## src/rtl/hdlc_frame_tx.sv

```systemverilog
module hdlc_frame_tx #(
  parameter int          CHAR_W   = 8,
  parameter int          FCS_W    = 16,
  parameter logic [15:0] CRC_POLY = 16'h8408,
  parameter logic [15:0] CRC_INIT = 16'hFFFF,
  parameter logic [7:0]  FLAG_PAT = 8'h7E,
  parameter int          RUN_MAX  = 5
) (
  input  logic              clk,
  input  logic              rst_n,
  input  logic              enable,
  input  logic              bit_en,
  input  logic              cfg_idle_flags,
  input  logic              cfg_share_flag,
  input  logic              cfg_pad_en,
  input  logic [CHAR_W-1:0] cfg_pad_char,
  input  logic [1:0]        cfg_fill_mode,
  input  logic              ch_valid,
  input  logic [CHAR_W-1:0] ch_data,
  input  logic              ch_eof,
  input  logic [$clog2(CHAR_W)-1:0] ch_resid,
  output logic              ch_ready,
  output logic              txd
);
  localparam int RES_W = $clog2(CHAR_W);
  localparam int CNT_W = $clog2(FCS_W + 1);
  localparam int ONE_W = $clog2(RUN_MAX + 1);

  typedef enum logic [2:0] {S_MARK, S_PAD, S_FLAG, S_DATA, S_FCS, S_ABORT} st_t;
  typedef enum logic [2:0] {A_NONE, A_MARK, A_PAD, A_OPEN, A_FLAG, A_CHAR, A_FCS, A_ABORT} act_t;

  st_t              st, st_n;
  act_t             act;
  logic [FCS_W-1:0] sh, sh_n, crc, crc_n;
  logic [CNT_W-1:0] cnt, cnt_n;
  logic [ONE_W-1:0] ones, ones_n;
  logic             fl_open, fl_open_n;
  logic             cur_eof, cur_eof_n;
  logic             fillf, fillf_n;
  logic             take;

  wire stuffed = (st == S_DATA) || (st == S_FCS);
  wire ins     = stuffed && (ones == ONE_W'(RUN_MAX));
  wire out_bit = (st == S_MARK) || (!ins && sh[0]);
  wire step    = enable && bit_en;

  wire [CNT_W-1:0] cnt_dec   = ins ? cnt : cnt - 1'b1;
  wire [ONE_W-1:0] ones_step = (!stuffed || ins || !sh[0]) ? '0 : ones + 1'b1;
  wire             done      = (cnt_dec == '0) && !(stuffed && ones_step == ONE_W'(RUN_MAX));
  wire [FCS_W-1:0] crc_shift = (crc >> 1) ^ ((crc[0] ^ sh[0]) ? CRC_POLY : '0);
  wire [FCS_W-1:0] crc_upd   = (st == S_DATA && !ins) ? crc_shift : crc;
  wire [FCS_W-1:0] sh_shift  = ins ? sh : (sh >> 1);
  wire             no_more   = !(cfg_idle_flags || fillf);
  wire [CNT_W-1:0] char_len  = (ch_eof && ch_resid != '0) ? CNT_W'(ch_resid) : CNT_W'(CHAR_W);

  act_t start_act, under_act, end_act;
  assign start_act = cfg_pad_en ? A_PAD : A_OPEN;
  assign under_act = (cfg_fill_mode == 2'd2) ? A_FCS : A_ABORT;
  assign end_act   = ch_valid ? ((cfg_share_flag && st == S_FLAG) ? A_CHAR : start_act)
                              : (no_more ? A_MARK : A_FLAG);

  always_comb begin
    act = A_NONE;
    if (done) begin
      unique case (st)
        S_MARK:  act = ch_valid ? start_act : (cfg_idle_flags ? A_FLAG : A_MARK);
        S_PAD:   act = A_OPEN;
        S_FLAG:  act = fl_open ? (ch_valid ? A_CHAR : under_act) : end_act;
        S_DATA:  act = cur_eof ? A_FCS : (ch_valid ? A_CHAR : under_act);
        S_FCS:   act = A_FLAG;
        S_ABORT: act = end_act;
        default: act = A_MARK;
      endcase
    end
  end

  always_comb begin
    st_n      = st;
    sh_n      = sh_shift;
    cnt_n     = cnt_dec;
    ones_n    = ones_step;
    crc_n     = crc_upd;
    fl_open_n = fl_open;
    cur_eof_n = cur_eof;
    fillf_n   = fillf;
    take      = 1'b0;
    unique case (act)
      A_MARK: begin
        st_n = S_MARK; cnt_n = CNT_W'(1); ones_n = '0; crc_n = CRC_INIT;
      end
      A_PAD: begin
        st_n = S_PAD; sh_n = FCS_W'(cfg_pad_char); cnt_n = CNT_W'(CHAR_W);
        ones_n = '0; crc_n = CRC_INIT; fillf_n = 1'b0;
      end
      A_OPEN: begin
        st_n = S_FLAG; sh_n = FCS_W'(FLAG_PAT); cnt_n = CNT_W'(8);
        ones_n = '0; crc_n = CRC_INIT; fl_open_n = 1'b1; fillf_n = 1'b0;
      end
      A_FLAG: begin
        st_n = S_FLAG; sh_n = FCS_W'(FLAG_PAT); cnt_n = CNT_W'(8);
        ones_n = '0; crc_n = CRC_INIT; fl_open_n = 1'b0;
      end
      A_CHAR: begin
        st_n = S_DATA; sh_n = FCS_W'(ch_data); cnt_n = char_len;
        cur_eof_n = ch_eof; fillf_n = 1'b0; take = 1'b1;
      end
      A_FCS: begin
        st_n = S_FCS; sh_n = ~crc_upd; cnt_n = CNT_W'(FCS_W);
        if (st == S_DATA && !cur_eof) fillf_n = 1'b1;
      end
      A_ABORT: begin
        st_n = S_ABORT; sh_n = FCS_W'(8'hFF); cnt_n = CNT_W'(8); ones_n = '0;
        fillf_n = (cfg_fill_mode == 2'd1);
      end
      default: ;
    endcase
  end

  assign ch_ready = step && take;

  always_ff @(posedge clk or negedge rst_n) begin
    if (!rst_n) begin
      st <= S_MARK; sh <= '0; cnt <= CNT_W'(1); ones <= '0; crc <= CRC_INIT;
      fl_open <= 1'b0; cur_eof <= 1'b0; fillf <= 1'b0; txd <= 1'b1;
    end else if (!enable) begin
      st <= S_MARK; sh <= '0; cnt <= CNT_W'(1); ones <= '0; crc <= CRC_INIT;
      fl_open <= 1'b0; cur_eof <= 1'b0; fillf <= 1'b0; txd <= 1'b1;
    end else if (bit_en) begin
      st <= st_n; sh <= sh_n; cnt <= cnt_n; ones <= ones_n; crc <= crc_n;
      fl_open <= fl_open_n; cur_eof <= cur_eof_n; fillf <= fillf_n; txd <= out_bit;
    end
  end


  disabled_mark_chk: assert property (@(posedge clk) disable iff (!rst_n)
    !enable |=> txd);

  ready_valid_chk: assert property (@(posedge clk) disable iff (!rst_n)
    ch_ready |-> ch_valid);

  line_hold_chk: assert property (@(posedge clk) disable iff (!rst_n)
    (enable && !bit_en) |=> $stable(txd));

  stuff_zero_chk: assert property (@(posedge clk) disable iff (!rst_n)
    (step && ins) |=> !txd);

  abort_ones_chk: assert property (@(posedge clk) disable iff (!rst_n)
    (step && st == S_ABORT) |=> txd);

  idle_mark_chk: assert property (@(posedge clk) disable iff (!rst_n)
    (step && st == S_MARK) |=> txd);
endmodule

```

## config.mk

```make
export PLATFORM = sky130hd
export DESIGN_NAME = hdlc_frame_tx
export DESIGN_NICKNAME = d
export VERILOG_FILES = /design/src/rtl/hdlc_frame_tx.sv
export SDC_FILE = /design/constraint.sdc
export NUM_CORES = 1
export LEC_CHECK = 0
export ABC_AREA = 1
export ABC_CLOCK_PERIOD_IN_PS = 3100
export BUFFER_PORTS_ARGS = -buffer_cell sky130_fd_sc_hd__buf_2
export CORE_MARGIN = 4
export CORE_UTILIZATION = 60
export DETAILED_ROUTE_END_ITERATION = 8
export PLACE_DENSITY = 0.87
export SLEW_MARGIN = 20
export SYNTH_ARGS = -nofsm -noshare
export SYNTH_HDL_FRONTEND = slang
export SYNTH_SLANG_ARGS = --single-unit
```

## constraint.sdc

```tcl
create_clock -name clk -period 3.1 [get_ports clk]
set_clock_uncertainty 0.2 [all_clocks]
set_input_delay 0.62 -clock clk [delete_from_list [all_inputs] [get_ports clk]]
set_output_delay 0.62 -clock clk [all_outputs]
set_load 0.01 [all_outputs]
```

==> impl_metrics.json <==
{
  "detailroute.via_count": 3447,
  "cts_root_buf": "sky130_fd_sc_hd__clkbuf_8",
  "critical_path_required_ns": 2.28,
  "period_utilisation_layout_pct": 106.3,
  "cts-hold-fix-buffers": 0,
  "cts_tree": "built",
  "floorplan.die_area_um2": 6564,
  "drt_pass1_iterations": 5,
  "drive_above_1_share_pct": 28.71,
  "first_global_vias": 3133,
  "cts.path.max_buffers": 2,
  "grt_first_pass_wirelength_mm": 14.60,
  "setup_viol": 1,
  "cts.sink_count": 47,
  "yosys.area.top_type_share_pct": 22.68,
  "pwr_density_cell_nw_per_um2": 531.4,
  "postPlaceCellArea_um2": 3498,
  "worst_ir_drop_vdd_v": 0.0004023,
  "ys_ff_latch": 47,
  "start_util_pct": 62.24,
  "die_y_um": 81.02,
  "violations": "setup timing",
  "min_cycle_time_layout_ns": 3.295,
  "power.leakage_nw": 1.997,
  "final.setup.worst_slack_ns": -0.1953,
  "grt_antenna_before_repair": 0,
  "final_net_count": 544,
  "area_added_between_synthesis_and_finish_pct": 23.62,
  "post_synth_num_cell_types": 40,
  "clk_transition_reported_paths_ns": 0.10,
  "timing_max_transition_violations_final": 0,
  "maxCapViolCount": 0,
  "min-delay-path-class": "input pin to asynchronous set/reset pin",
  "drt-wirelength-per-cell_um": 16.65,
  "timing_worst_slew_pin_value_ns": 0.8029,
  "post_synth_instance_area_um2": 3199,
  "dpl.hpwl_mm": 6.158,
  "grt_use_total_pct": 29.09,
  "average_via_count_per_standard_cell": 5.923,
  "design.core.area_um2": 5140,
  "netlist_top_cells_area": "sky130_fd_sc_hd__dfrtp_1 23%, sky130_fd_sc_hd__nand2_1 16%, sky130_fd_sc_hd__dfstp_2 15%, sky130_fd_sc_hd__nand3_1 6.3%, sky130_fd_sc_hd__nor2_1 6.2%",
  "wirelength_mm": 9.689,
  "hold_viol": 0,
  "category_of_the_worst_setup_path_launch_point": "register",
  "antenna_cells": 0,
  "synth_seq_area_share_pct": 37.47,
  "drcViolationCount": 0,
  "cts_inserted_buffers": 5,
  "ant_nets": 0,
  "final.setup.tns_ns": -0.1953,
  "initialDrtViolationCount": 319,
  "place.port_buffers": 31,
  "syn_inst_count": 446,
  "cts.htree.levels": 2,
  "clock.fmax_ghz": 0.3035,
  "gp_routability_congestion": 0.9477,
  "critical_path_class": "register to primary output",
  "critPathCaptureType": "primary output",
  "ys_warn_count": 0,
  "final_area_um2": 3955,
  "synth.net_count": 479,
  "critical_path_arrival_ns": 2.48,
  "worstPathMaxFanout": 7,
  "pin_count_of_the_biggest_net_entering_global_routing": 23,
  "skew_pair_late_insertion_delay_ns": 0.32,
  "die-width_um": 81.02,
  "rsz0062_at_grt": "true",
  "numPlacedInstances": 550,
  "timing.slew.headroom_pct": 46.41,
  "ff2ff_setup_slack_ns": 0.01,
  "avgSynthCellArea_um2": 7.173,
  "fillCellCount": 367,
  "i_o_pins": 32,
  "grt_residual_overflow": 0,
  "fp-row-count": 26,
  "final_cells": 582,
  "status": "finished with violations",
  "yosys.area.top_type": "sky130_fd_sc_hd__dfrtp_1"
}
==> layer usage <==
layer,up-vias,share of wire (%),GRT usage (%)
met1,1592,41,37.53
met5,-,0,0
met4,0,3.8,12.33
met3,47,7.9,7.428
met2,201,48,46.39
li1,1607,-,-
==> cell usage in the layout (no fill, tap or decap), types with 2 or more instances in the layout <==
master                     count
sky130_fd_sc_hd__buf_2        31
sky130_fd_sc_hd__a21oi_1      12
sky130_fd_sc_hd__o21ai_0      14
sky130_fd_sc_hd__o22ai_1       5
sky130_fd_sc_hd__dfrtp_1      26
sky130_fd_sc_hd__inv_1        30
sky130_fd_sc_hd__a22oi_1       2
sky130_fd_sc_hd__nor2_2        4
sky130_fd_sc_hd__o211ai_1      4
sky130_fd_sc_hd__inv_2         8
sky130_fd_sc_hd__nand3_4       3
sky130_fd_sc_hd__dfrtp_2       3
sky130_fd_sc_hd__nor2_8        2
sky130_fd_sc_hd__a22o_1        6
sky130_fd_sc_hd__nand4_1      10
sky130_fd_sc_hd__xor2_1        4
sky130_fd_sc_hd__a31oi_1      14
sky130_fd_sc_hd__nand2_2       5
sky130_fd_sc_hd__dfstp_2      18
sky130_fd_sc_hd__ha_4          2
sky130_fd_sc_hd__nand3_1      39
sky130_fd_sc_hd__nor2_1       51
sky130_fd_sc_hd__clkbuf_8      6
sky130_fd_sc_hd__nand2_1     129
sky130_fd_sc_hd__mux2i_1       7
sky130_fd_sc_hd__nand3_2       4
sky130_fd_sc_hd__nor2_4        4
sky130_fd_sc_hd__buf_4        39
sky130_fd_sc_hd__o21ai_4       2
sky130_fd_sc_hd__nand2_4       5
sky130_fd_sc_hd__o21ai_1       5
sky130_fd_sc_hd__inv_6         2
==> worst max-delay path, cell delays in order (launching register included) <==
cell	delay (ns)
sky130_fd_sc_hd__dfrtp_1	0.44
sky130_fd_sc_hd__ha_4	0.19
sky130_fd_sc_hd__nand2_4	0.08
sky130_fd_sc_hd__inv_6	0.05
sky130_fd_sc_hd__nand3_4	0.15
sky130_fd_sc_hd__nand2_1	0.09
sky130_fd_sc_hd__nand2_1	0.15
sky130_fd_sc_hd__inv_2	0.08
sky130_fd_sc_hd__nor2_8	0.13
sky130_fd_sc_hd__nand4_1	0.14
sky130_fd_sc_hd__nor2_2	0.21
sky130_fd_sc_hd__inv_2	0.08
sky130_fd_sc_hd__nor3_4	0.20
sky130_fd_sc_hd__buf_2	0.16
==> Yosys cell counts, drive strengths merged <==
cell type    n
a22oi        2
nand4       12
o32ai        1
nand3b       1
clkinv       1
clkbuf       7
nor3         1
nand2      139
o31ai        1
a21oi       13
mux2i        7
xnor2        1
inv         40
buf          7
nand3       46
o22ai        5
ha           3
a211oi       1
o21ai       22
o211ai       4
nor2        61
dfstp       18
a22o         6
xor2         4
a31oi       14
dfrtp       29
==> flip-flops by register name (all words and copies together) (netlist names) <==
name     flops
st           3
cur_eof      1
fl_open      1
cnt          5
ones         3
fillf        1
crc         16
txd          1
sh          16
==> worst paths after layout <==
kind                                     startpoint  depth (start not counted)                 end
worst max-delay path            ones[0]$_DFFE_PN0P_                         13            ch_ready
worst min-delay path                          rst_n                          1  cnt[3]$_DFFE_PN0P_
worst max register to register  ones[0]$_DFFE_PN0P_                         21   fillf$_DFFE_PN0P_
worst min register to register   sh[15]$_DFFE_PN0P_                          2  sh[15]$_DFFE_PN0P_
max in group asynchronous                     rst_n                          2  crc[2]$_DFFE_PN1P_
min in group clk                 sh[15]$_DFFE_PN0P_                          2  sh[15]$_DFFE_PN0P_
==> per-stage QoR <==
step	util [%]	hold slack (ns)	total power (W)	setup WS (ns)
floorplan	-	0.1244	0.001218	0.1938
global placement	68.06	0.2603	0.001418	0.1502
detailed placement	68.06	0.2628	0.001434	0.07855
CTS	72.98	0.03649	0.001955	0.002566
global route	76.95	0.03765	0.002192	-0.2799
finish	76.95	0.006555	0.002102	-0.1953
==> what timing repair did <==
action | in CTS | in global routing
cloned | 0 | 0
pin swaps | 6 | 11
setup endpoints to repair | 1 | 26
resized for setup | 10 | 28
setup buffers | 13 | 11
==> final cells by class <==
class,instances,area (µm²),area share [%]
inverter,41,161.4,4.081
clock buffer,6,82.58,2.088
tap,70,87.58,2.214
multi-input combinational,344,1903,48.12
timing repair buffer,72,479.2,12.12
clock inverter,2,38.79,0.9807
sequential,47,1202,30.40
==> kinds of logic (layout without fill, tap and decap cells) <==
kind of cell               count (synthesis)  in the layout  share of synthesized area (%)
and+or+nand+nor                          260            260                          37.43
AOI/OAI and AO/OA                         69             69                          13.34
buffers and inverters                     55            121                          7.039
DFF                                       47             47                          37.47
muxes                                      7              7                          2.190
xor gates and xnor gates                   5              5                          1.369
adders and majority gates                  3              3                          1.173
==> where the power goes <==
| part | internal, W | switching [W] |
|---|---|---|
| Clock | 0.000266 | 0.000234 |
| Combinational | 0.000316 | 0.000605 |
| Sequential | 0.000653 | 0.0000280 |
(Power assumes the default switching activity.)
